File: config.mk
export PLATFORM = sky130hd
export DESIGN_NAME = line_irq_unit
export DESIGN_NICKNAME = d
export VERILOG_FILES = /design/src/rtl/line_irq_pkg.sv /design/src/rtl/a12_edge_sync.sv /design/src/rtl/line_down_counter.sv /design/src/rtl/irq_hold_flag.sv /design/src/rtl/line_irq_unit.sv
export SDC_FILE = /design/constraint.sdc
export NUM_CORES = 1
export LEC_CHECK = 0
export CAP_MARGIN = 0
export CORE_UTILIZATION = 58
export DETAILED_ROUTE_END_ITERATION = 10
export DONT_BUFFER_PORTS = 1
export GPL_ROUTABILITY_DRIVEN = 0
export PLACE_DENSITY = 0.74
export SLEW_MARGIN = 20
export SYNTH_ARGS = -nofsm -noshare
export SYNTH_HDL_FRONTEND = slang
export SYNTH_SLANG_ARGS = --single-unit
export TNS_END_PERCENT = 5
File: constraint.sdc
create_clock -name clk -period 2.9 [get_ports clk]
set_clock_uncertainty 0.2 [all_clocks]
set_input_delay 0.58 -clock clk [delete_from_list [all_inputs] [get_ports clk]]
set_output_delay 0.58 -clock clk [all_outputs]
set_load 0.005 [all_outputs]
File: src/rtl/line_irq_pkg.sv
// Shared register-select codes for the scanline interrupt counter.
package line_irq_pkg;
    typedef enum logic [2:0] {
        SEL_LATCH   = 3'b100,
        SEL_RELOAD  = 3'b101,
        SEL_DISABLE = 3'b110,
        SEL_ENABLE  = 3'b111
    } reg_sel_e;
endpackage

File: src/rtl/a12_edge_sync.sv
// Synchronises the asynchronous line-clock input into the CPU bus clock
// domain and emits a one-cycle pulse per rising edge.
// Assumes the input stays at each level for at least one clock period.
module a12_edge_sync #(
    parameter int SYNC_STAGES = 2
) (
    input  logic clk,
    input  logic rst_n,
    input  logic line_async,
    output logic rise_evt
);
    localparam int LAST = SYNC_STAGES;

    logic [LAST:0] stage_q;

    // First synchroniser flop samples the raw input.
    always_ff @(posedge clk) begin
        if (!rst_n) stage_q[0] <= 1'b0;
        else        stage_q[0] <= line_async;
    end

    // Remaining synchroniser flops plus one history flop for edge detection.
    for (genvar i = 1; i <= LAST; i++) begin : g_stage
        always_ff @(posedge clk) begin
            if (!rst_n) stage_q[i] <= 1'b0;
            else        stage_q[i] <= stage_q[i-1];
        end
    end

    // A rising edge is a synchronised high after a synchronised low.
    always_comb rise_evt = stage_q[LAST-1] & ~stage_q[LAST];

    AST_EDGE_SINGLE: assert property (@(posedge clk) disable iff (!rst_n)
        rise_evt |=> !rise_evt);
endmodule

File: src/rtl/line_down_counter.sv
// Reloadable line down-counter.
// - Holds the reload latch, the count and the reload request.
// - Flags the counting events that qualify for an interrupt under the
//   selected mode.
// Assumes that the latch and reload writes are single-cycle strobes.
module line_down_counter #(
    parameter int CNT_W = 8
) (
    input  logic             clk,
    input  logic             rst_n,
    input  logic             evt,
    input  logic             latch_wr,
    input  logic             reload_wr,
    input  logic [CNT_W-1:0] wr_data,
    input  logic             alt_mode,
    output logic             fire
);
    localparam logic [CNT_W-1:0] ONE  = CNT_W'(1);
    localparam logic [CNT_W-1:0] ZERO = '0;

    logic [CNT_W-1:0] latch_q, cnt_q, cnt_nx;
    logic             req_q, req_nx;

    // Next count, next request and interrupt qualification for this cycle.
    always_comb begin
        cnt_nx = cnt_q;
        req_nx = req_q;
        fire   = 1'b0;
        if (evt) begin
            if (cnt_q == ZERO || req_q) begin
                cnt_nx = latch_q;
                req_nx = 1'b0;
            end else begin
                cnt_nx = cnt_q - ONE;
            end
            if (alt_mode) fire = (cnt_nx == ZERO) && (cnt_q != ZERO || req_q);
            else          fire = (cnt_nx == ZERO);
        end
        if (reload_wr) begin
            cnt_nx = ZERO;
            req_nx = 1'b1;
        end
    end

    // Count and reload-request registers.
    always_ff @(posedge clk) begin
        if (!rst_n) begin
            cnt_q <= ZERO;
            req_q <= 1'b0;
        end else begin
            cnt_q <= cnt_nx;
            req_q <= req_nx;
        end
    end

    // Reload latch register.
    always_ff @(posedge clk) begin
        if (!rst_n)        latch_q <= ZERO;
        else if (latch_wr) latch_q <= wr_data;
    end

    AST_DECREMENT: assert property (@(posedge clk) disable iff (!rst_n)
        evt && cnt_q != ZERO && !req_q && !reload_wr
            |=> cnt_q == $past(cnt_q) - ONE);
    AST_RELOAD_LOAD: assert property (@(posedge clk) disable iff (!rst_n)
        evt && (cnt_q == ZERO || req_q) && !reload_wr
            |=> cnt_q == $past(latch_q) && !req_q);
    AST_RELOAD_WRITE: assert property (@(posedge clk) disable iff (!rst_n)
        reload_wr |=> cnt_q == ZERO && req_q);
    AST_IDLE_HOLD: assert property (@(posedge clk) disable iff (!rst_n)
        !evt && !reload_wr |=> $stable(cnt_q) && $stable(req_q));
endmodule

File: src/rtl/irq_hold_flag.sv
// Enable flag and latched interrupt.
// - A qualified event sets the interrupt only while enabled.
// - A disable write clears both the interrupt and the enable flag.
// Assumes that the event qualification arrives as a single-cycle strobe.
module irq_hold_flag (
    input  logic clk,
    input  logic rst_n,
    input  logic fire,
    input  logic en_wr,
    input  logic dis_wr,
    output logic irq_n
);
    logic en_q, pend_q;

    // Enable flag: set by the enable write, cleared by the disable write.
    always_ff @(posedge clk) begin
        if (!rst_n)      en_q <= 1'b0;
        else if (dis_wr) en_q <= 1'b0;
        else if (en_wr)  en_q <= 1'b1;
    end

    // Interrupt latch: set by a qualified, enabled event; cleared only by acknowledge.
    always_ff @(posedge clk) begin
        if (!rst_n)              pend_q <= 1'b0;
        else if (dis_wr)         pend_q <= 1'b0;
        else if (fire && en_q)   pend_q <= 1'b1;
    end

    // Drive the active-low interrupt output.
    always_comb irq_n = ~pend_q;

    AST_IRQ_HOLD: assert property (@(posedge clk) disable iff (!rst_n)
        pend_q && !dis_wr |=> pend_q);
    AST_ACK_RELEASE: assert property (@(posedge clk) disable iff (!rst_n)
        dis_wr |=> !pend_q && !en_q);
    AST_NO_WRITE_RAISE: assert property (@(posedge clk) disable iff (!rst_n)
        !pend_q && !fire |=> !pend_q);
    AST_DISABLED_QUIET: assert property (@(posedge clk) disable iff (!rst_n)
        !pend_q && !en_q |=> !pend_q);
endmodule

File: src/rtl/line_irq_unit.sv
// Top level of the scanline interrupt counter.
// - Decodes the four register writes.
// - Connects the synchroniser, the counter and the interrupt latch.
// Assumes that clk is the CPU bus clock and runs much faster than line edges.
module line_irq_unit #(
    parameter int CNT_W       = 8,
    parameter int SYNC_STAGES = 2
) (
    input  logic             clk,
    input  logic             rst_n,
    input  logic             a12_in,
    input  logic             wr_en,
    input  logic [2:0]       wr_sel,
    input  logic [CNT_W-1:0] wr_data,
    input  logic             alt_mode,
    output logic             irq_n
);
    import line_irq_pkg::*;

    logic evt, fire;
    logic latch_wr, reload_wr, dis_wr, en_wr;

    // Register-select decode; other selects are ignored here.
    always_comb begin
        latch_wr  = wr_en && (wr_sel == SEL_LATCH);
        reload_wr = wr_en && (wr_sel == SEL_RELOAD);
        dis_wr    = wr_en && (wr_sel == SEL_DISABLE);
        en_wr     = wr_en && (wr_sel == SEL_ENABLE);
    end

    a12_edge_sync #(.SYNC_STAGES(SYNC_STAGES)) u_sync (
        .clk        (clk),
        .rst_n      (rst_n),
        .line_async (a12_in),
        .rise_evt   (evt)
    );

    line_down_counter #(.CNT_W(CNT_W)) u_cnt (
        .clk       (clk),
        .rst_n     (rst_n),
        .evt       (evt),
        .latch_wr  (latch_wr),
        .reload_wr (reload_wr),
        .wr_data   (wr_data),
        .alt_mode  (alt_mode),
        .fire      (fire)
    );

    irq_hold_flag u_irq (
        .clk    (clk),
        .rst_n  (rst_n),
        .fire   (fire),
        .en_wr  (en_wr),
        .dis_wr (dis_wr),
        .irq_n  (irq_n)
    );

    AST_IRQ_NEEDS_EVENT: assert property (@(posedge clk) disable iff (!rst_n)
        $fell(irq_n) |-> $past(evt));
endmodule

# Word-level counts from Yosys, hierarchy flattened
# Cells that the tools add are included.
[totals]
register_bits = 22
out_inout_bits = 1
elab_cells = 40
[op_classes]
n_addsub = 1
eq_ne = 4
muxes = 7
n_bitwise = 4
n_reduce_logical = 16
[op_table]
columns = ["cell", "n"]
rows = [
  ["8-bit zero test", 2],
  ["8-bit 2-to-1 mux", 2],
  ["3-bit == test (second input constant)", 4],
  ["8-bit nonzero test", 1],
  ["8-bit by 1-bit subtractor with 8-bit output (second input constant)", 1],
  ["1-bit logical AND", 6],
  ["1-bit 2-to-1 mux", 5],
  ["2-bit nonzero test", 2],
  ["2-bit OR reduction", 2],
  ["1-bit NOT", 3],
  ["1-bit logical OR", 2],
  ["2-bit AND reduction", 1],
  ["1-bit AND", 1],
]

# Logic depth before layout (Yosys ltp)
[depth]
word_depth = 9
mapped_depth = 8
depth_no_buf = 7

# Hierarchy
# Synthesis repeated with hierarchy kept, for this count alone.
[hier_totals]
cells_unflattened = 133
area_unflattened_um2 = 1244.9
[modules_own_cells]
columns = ["mod", "instances", "cells_per_inst", "area_per_inst_um2", "seq_area_each_um2"]
rows = [
  ["line_down_counter", 1, 114, 1033.5, 340.3],
  ["a12_edge_sync", 1, 7, 92.6, 60.1],
  ["irq_hold_flag", 1, 8, 73.8, 40.0],
  ["line_irq_unit", 1, 4, 45.0, 0.0],
]

# Worst setup path before layout
# Ideal clock, no wire load.
[synth_path]
kind = "reg-to-reg"
startpoint = "register u_cnt.cnt_q[0]"
endpoint = "register u_irq.pend_q"
setup_ns = 0.084
t_arrival_ns = 1.692
setup_slack_ns = 0.924
stages_incl_launch_ff = 8
n_path_buf = 0
synth_period_minus_slack_ns = 1.976
path_cell_list = "dfxtp_1 > inv_1 > ha_1 > nor3b_1 > a21oi_1 > nand3_1 > a2bb2oi_1 > o31ai_2"
[synth_via]
elab_chain_len = 9
word_cells_on_any_way = 12
classes_between = "add/sub (1); mux (4); reduce/logical (7)"
[synth_rtl]
columns = ["element", "line", "source"]
rows = [
  ["start: declaration", "line_down_counter.sv:21", "logic [CNT_W-1:0] latch_q, cnt_q, cnt_nx;"],
  ["start signal: assignment", "line_down_counter.sv:51", "cnt_q <= cnt_nx;"],
  ["branches (longest 6 deep; another with 8-bit by 1-bit subtractor with 8-bit output)", "--", ""],
  ["1-bit 2-to-1 mux *", "line_down_counter.sv:36", "if (alt_mode) fire = (cnt_nx == ZERO) && (cnt_q != ZERO || req_q);"],
  ["1-bit 2-to-1 mux *", "line_down_counter.sv:29", "if (evt) begin"],
  ["1-bit logical AND *", "irq_hold_flag.sv:26", "else if (fire && en_q) pend_q <= 1'b1;"],
  ["end signal: assignment", "irq_hold_flag.sv:24", "if (!rst_n) pend_q <= 1'b0;"],
  ["end signal: assignment", "irq_hold_flag.sv:25", "else if (dis_wr) pend_q <= 1'b0;"],
  ["end signal: assignment", "irq_hold_flag.sv:26", ""],
  ["end: declaration", "irq_hold_flag.sv:13", "logic en_q, pend_q;"],
]
# Every way passes the cells marked *. The select of a mux whose other input is x is not followed.
# A chain may end at the register's enable or synchronous reset.

# Worst setup path after layout
# Ends and elaborated chain as after synthesis.

==> metrics.txt <==
# TYPE chip_impl_metric gauge
chip_impl_metric{name="syn-cell-area",unit="sq um"} 1180
chip_impl_metric{name="async_reset_ff_share",unit="%"} 0
chip_impl_metric{name="syn_nets",unit=""} 153
chip_impl_metric{name="synth_cell_types",unit=""} 42
chip_impl_info{name="synth_top_cell_by_area",value="dfxtp_1"} 1
chip_impl_metric{name="worst_path_largest_cell_delay",unit="ns"} 0.42
chip_impl_metric{name="pin_count_of_the_biggest_net_entering_global_routing",unit=""} 16
chip_impl_metric{name="timing_max_transition_violations_final",unit=""} 0
chip_impl_metric{name="h-tree-depth",unit=""} 1
chip_impl_metric{name="dieWidth",unit="microns"} 47.1
chip_impl_metric{name="maxSlewHeadroom",unit="%"} 49.0
chip_impl_metric{name="numnets_final",unit=""} 152
chip_impl_info{name="synth_top_flop_cell",value="dfxtp_1"} 1
chip_impl_metric{name="design.die.area",unit="sq um"} 2210
chip_impl_metric{name="yosys_warnings",unit=""} 0
chip_impl_info{name="rsz_0062_raised_after_global_routing",value="false"} 1
chip_impl_metric{name="drt_initial_violations",unit=""} 34
chip_impl_metric{name="cts.sinks",unit=""} 22
chip_impl_metric{name="cts-resized-gates",unit=""} 0
chip_impl_metric{name="tightest_slew",unit="ns"} 0.761
chip_impl_metric{name="crit_path_max_fanout",unit=""} 12
chip_impl_metric{name="post_cts_hold_buffer_count",unit=""} 0
chip_impl_metric{name="netlist_instances",unit=""} 135
chip_impl_info{name="synth.top_cells.by_area",value="dfxtp_1, mux2i_1, nor2b_1"} 1
chip_impl_metric{name="synth-edff-count",unit=""} 0
chip_impl_info{name="timing.critical_path.cells",value="inv_1 -> ha_1 -> nor3b_1 -> a21o_1 -> mux2i_1 -> nand3_1 -> o31ai_2"} 1
chip_impl_metric{name="hold_viol",unit=""} 0
chip_impl_metric{name="die_h",unit="microns"} 47.1
chip_impl_info{name="cp-end-kind",value="register"} 1
chip_impl_metric{name="start_util",unit="%"} 64.7
chip_impl_metric{name="num_vias",unit=""} 954
chip_impl_metric{name="design.portCount",unit=""} 17
chip_impl_metric{name="areaGrowthSynthToFinish",unit="%"} 3.51
chip_impl_metric{name="synth.ff_latch_count",unit=""} 22
chip_impl_metric{name="final_min_period_over_clock_period",unit="%"} 82.1
chip_impl_metric{name="placed_cell_area",unit="sq um"} 1180
chip_impl_info{name="status",value="completed"} 1
chip_impl_metric{name="grtUsageMet1",unit="%"} 34.5
chip_impl_metric{name="final_cell_area",unit="sq um"} 1220
chip_impl_metric{name="gr-total-overflow",unit=""} 0
chip_impl_metric{name="critical_path_arrival",unit="ns"} 2.42
chip_impl_metric{name="synth.yosys.seq_area_share",unit="%"} 37.4
chip_impl_metric{name="finalWirelength",unit="microns"} 2340
chip_impl_info{name="timing.critical_path.max_delay_family",value="compound AO/OA/AOI/OAI gates"} 1
chip_impl_metric{name="clockBufferDepth",unit=""} 2
chip_impl_info{name="cts_root_buf",value="clkbuf_4"} 1
chip_impl_metric{name="powerDensity",unit="nW/um^2"} 503
chip_impl_metric{name="met2_usage",unit="%"} 39.4
chip_impl_metric{name="worstSkewPairLatency",unit="ns"} 0.31
chip_impl_metric{name="grt_usage",unit="%"} 25.7
chip_impl_info{name="synthMostInstantiatedCell",value="dfxtp_1"} 1
chip_impl_metric{name="power.leakage",unit="nW"} 0.400
chip_impl_metric{name="antenna_violating_nets_post_route",unit=""} 0
chip_impl_metric{name="setup-violations-final",unit=""} 0
chip_impl_metric{name="fmax",unit="MHz"} 420
chip_impl_metric{name="max_cap_viol_count",unit=""} 0
chip_impl_metric{name="dpl.hpwl",unit="microns"} 1740
chip_impl_metric{name="drt-wirelength-per-cell",unit="microns"} 14.8
chip_impl_info{name="top_post_synthesis_cells_by_count",value="dfxtp_1, nand2_1, nor2b_1, mux2i_1, nor2_1"} 1
chip_impl_metric{name="grt_antenna_before_repair",unit=""} 0
chip_impl_metric{name="synth_largest_type_area_fraction",unit="%"} 37.4
chip_impl_metric{name="clkSlewWorstSetupHoldPaths",unit="ns"} 0.12
chip_impl_info{name="gr-max-usage-layer",value="met2"} 1
chip_impl_metric{name="timing.final.ws_setup",unit="ns"} 0.519
chip_impl_metric{name="time_the_final_worst_path_needs_with_i_o_delays_and_setup",unit="ns"} 2.38
chip_impl_info{name="setup.worst_path.class",value="register to register"} 1
chip_impl_metric{name="detail_route.vias_per_cell",unit=""} 6.04
chip_impl_info{name="cts_tree",value="done"} 1
chip_impl_metric{name="proportion_of_layout_cells_with_a_drive_suffix_above_1",unit="%"} 7.52
chip_impl_metric{name="required_worst_endpoint",unit="ns"} 2.94
chip_impl_metric{name="worstPathBufferInverterCount",unit=""} 1
chip_impl_metric{name="synthesis.area_per_instance",unit="sq um"} 8.72
chip_impl_info{name="crit_slowest_cell",value="a21o_1"} 1
chip_impl_metric{name="post_cts_setup_buffer_count",unit=""} 0
chip_impl_metric{name="drt_pass1_iterations",unit=""} 4
chip_impl_metric{name="ir_drop",unit="mV"} 0.420
chip_impl_metric{name="drc_errors",unit=""} 0
chip_impl_info{name="worst_hold_path_class",value="primary input to register"} 1
chip_impl_metric{name="via_count_of_the_first_global_routing_pass",unit=""} 873
chip_impl_metric{name="design.core.area",unit="sq um"} 1820
chip_impl_metric{name="grt_first_pass_wirelength",unit="microns"} 3890
chip_impl_metric{name="port-buffer-count",unit=""} 0
chip_impl_metric{name="grt.met3_usage",unit="%"} 4.62
chip_impl_metric{name="setup_total_negative_slack",unit="ns"} 0
chip_impl_info{name="critPathLaunchType",value="register"} 1
chip_impl_metric{name="numCtsBuffers",unit=""} 3
chip_impl_metric{name="rows",unit=""} 15
chip_impl_metric{name="antenna_cells",unit=""} 0
chip_impl_metric{name="preCtsSetupSlack",unit="ns"} 0.585
[metrics by stage]
step,hold WS [ns],total power (W),utilization [%],instances
5_1_grt,0.173,0.000637,66.9,158
2_1_floorplan,0.212,0.000428,-,135
3_3_place_gp,0.219,0.000443,64.9,154
4_1_cts,0.181,0.000611,66.9,158
3_5_place_dp,0.233,0.000445,64.9,154
6_report,0.180,0.000613,66.9,158
[final cells by class]
cell class / instances / area [sq um]
multi-input combinational: 102 / 692
fill: 158 / 602
sequential: 22 / 440
clock buffer: 4 / 36.3
tap: 25 / 31.3
inverter: 5 / 18.8
[registers in the layout (all words and copies together) (netlist names)]
register        cells
u_cnt.cnt_q         8
u_cnt.latch_q       8
u_sync.stage_q      3
u_cnt.req_q         1
u_irq.en_q          1
u_irq.pend_q        1
[kinds of logic after synthesis]
logic type,Yosys count,share of synthesized area [%]
flops,22,37.4
mux,11,9.46
buf+inv,11,3.83
compound gates,28,16.4
fa+ha+maj,2,2.13
xor+xnor,1,0.744
simple gates,60,30.1
[power by group]
group | internal [W] | leakage (nW) | switching, W
Combinational | 0.0000483 | 0.201 | 0.0000681
Sequential | 0.000312 | 0.179 | 0.0000123
Clock | 0.0000768 | 0.0210 | 0.0000951
Total | 0.000437 | 0.400 | 0.000176
[worst reg2reg max path, stage by stage, from the launching register on]
cell and delay (ns):
dfxtp_1 0.38, inv_1 0.11, ha_1 0.17, nor3b_1 0.38, a21o_1 0.42, mux2i_1 0.33, nand3_1 0.14, o31ai_2 0.18
[path summary, 6_finish.rpt]
| kind | slack (ns) | from | cells after the start | end |
|---|---|---|---|---|
| worst min-delay path | 0.18 | rst_n | 1 | u_sync.stage_q[0] |
| worst max-delay path | 0.52 | u_cnt.cnt_q[0] | 7 | u_irq.pend_q |
| worst max register to register | 0.52 | u_cnt.cnt_q[0] | 7 | u_irq.pend_q |
| worst min register to register | 0.26 | u_sync.stage_q[0] | 1 | u_sync.stage_q[1] |
[layer usage]
metal	share of wire (%)	wire length, microns	vias up
li1	-	-	481
met1	47	1110	434
met2	45	1060	33
met3	5.3	124	6
met4	1.8	43	0
met5	0	0	-
[layout by cell type (no fill, tap or decap), types with 3 or more instances in the layout]
| cell type | instances |
|---|---|
| a21oi_1 | 6 |
| a31oi_1 | 3 |
| and2_1 | 4 |
| clkbuf_4 | 3 |
| dfxtp_1 | 22 |
| inv_1 | 5 |
| mux2i_1 | 10 |
| nand2_1 | 13 |
| nand3_1 | 4 |
| nor2_1 | 10 |
| nor2b_1 | 11 |
| nor3_1 | 3 |
| o21ai_0 | 4 |
Power figures use the tool's default switching activity.
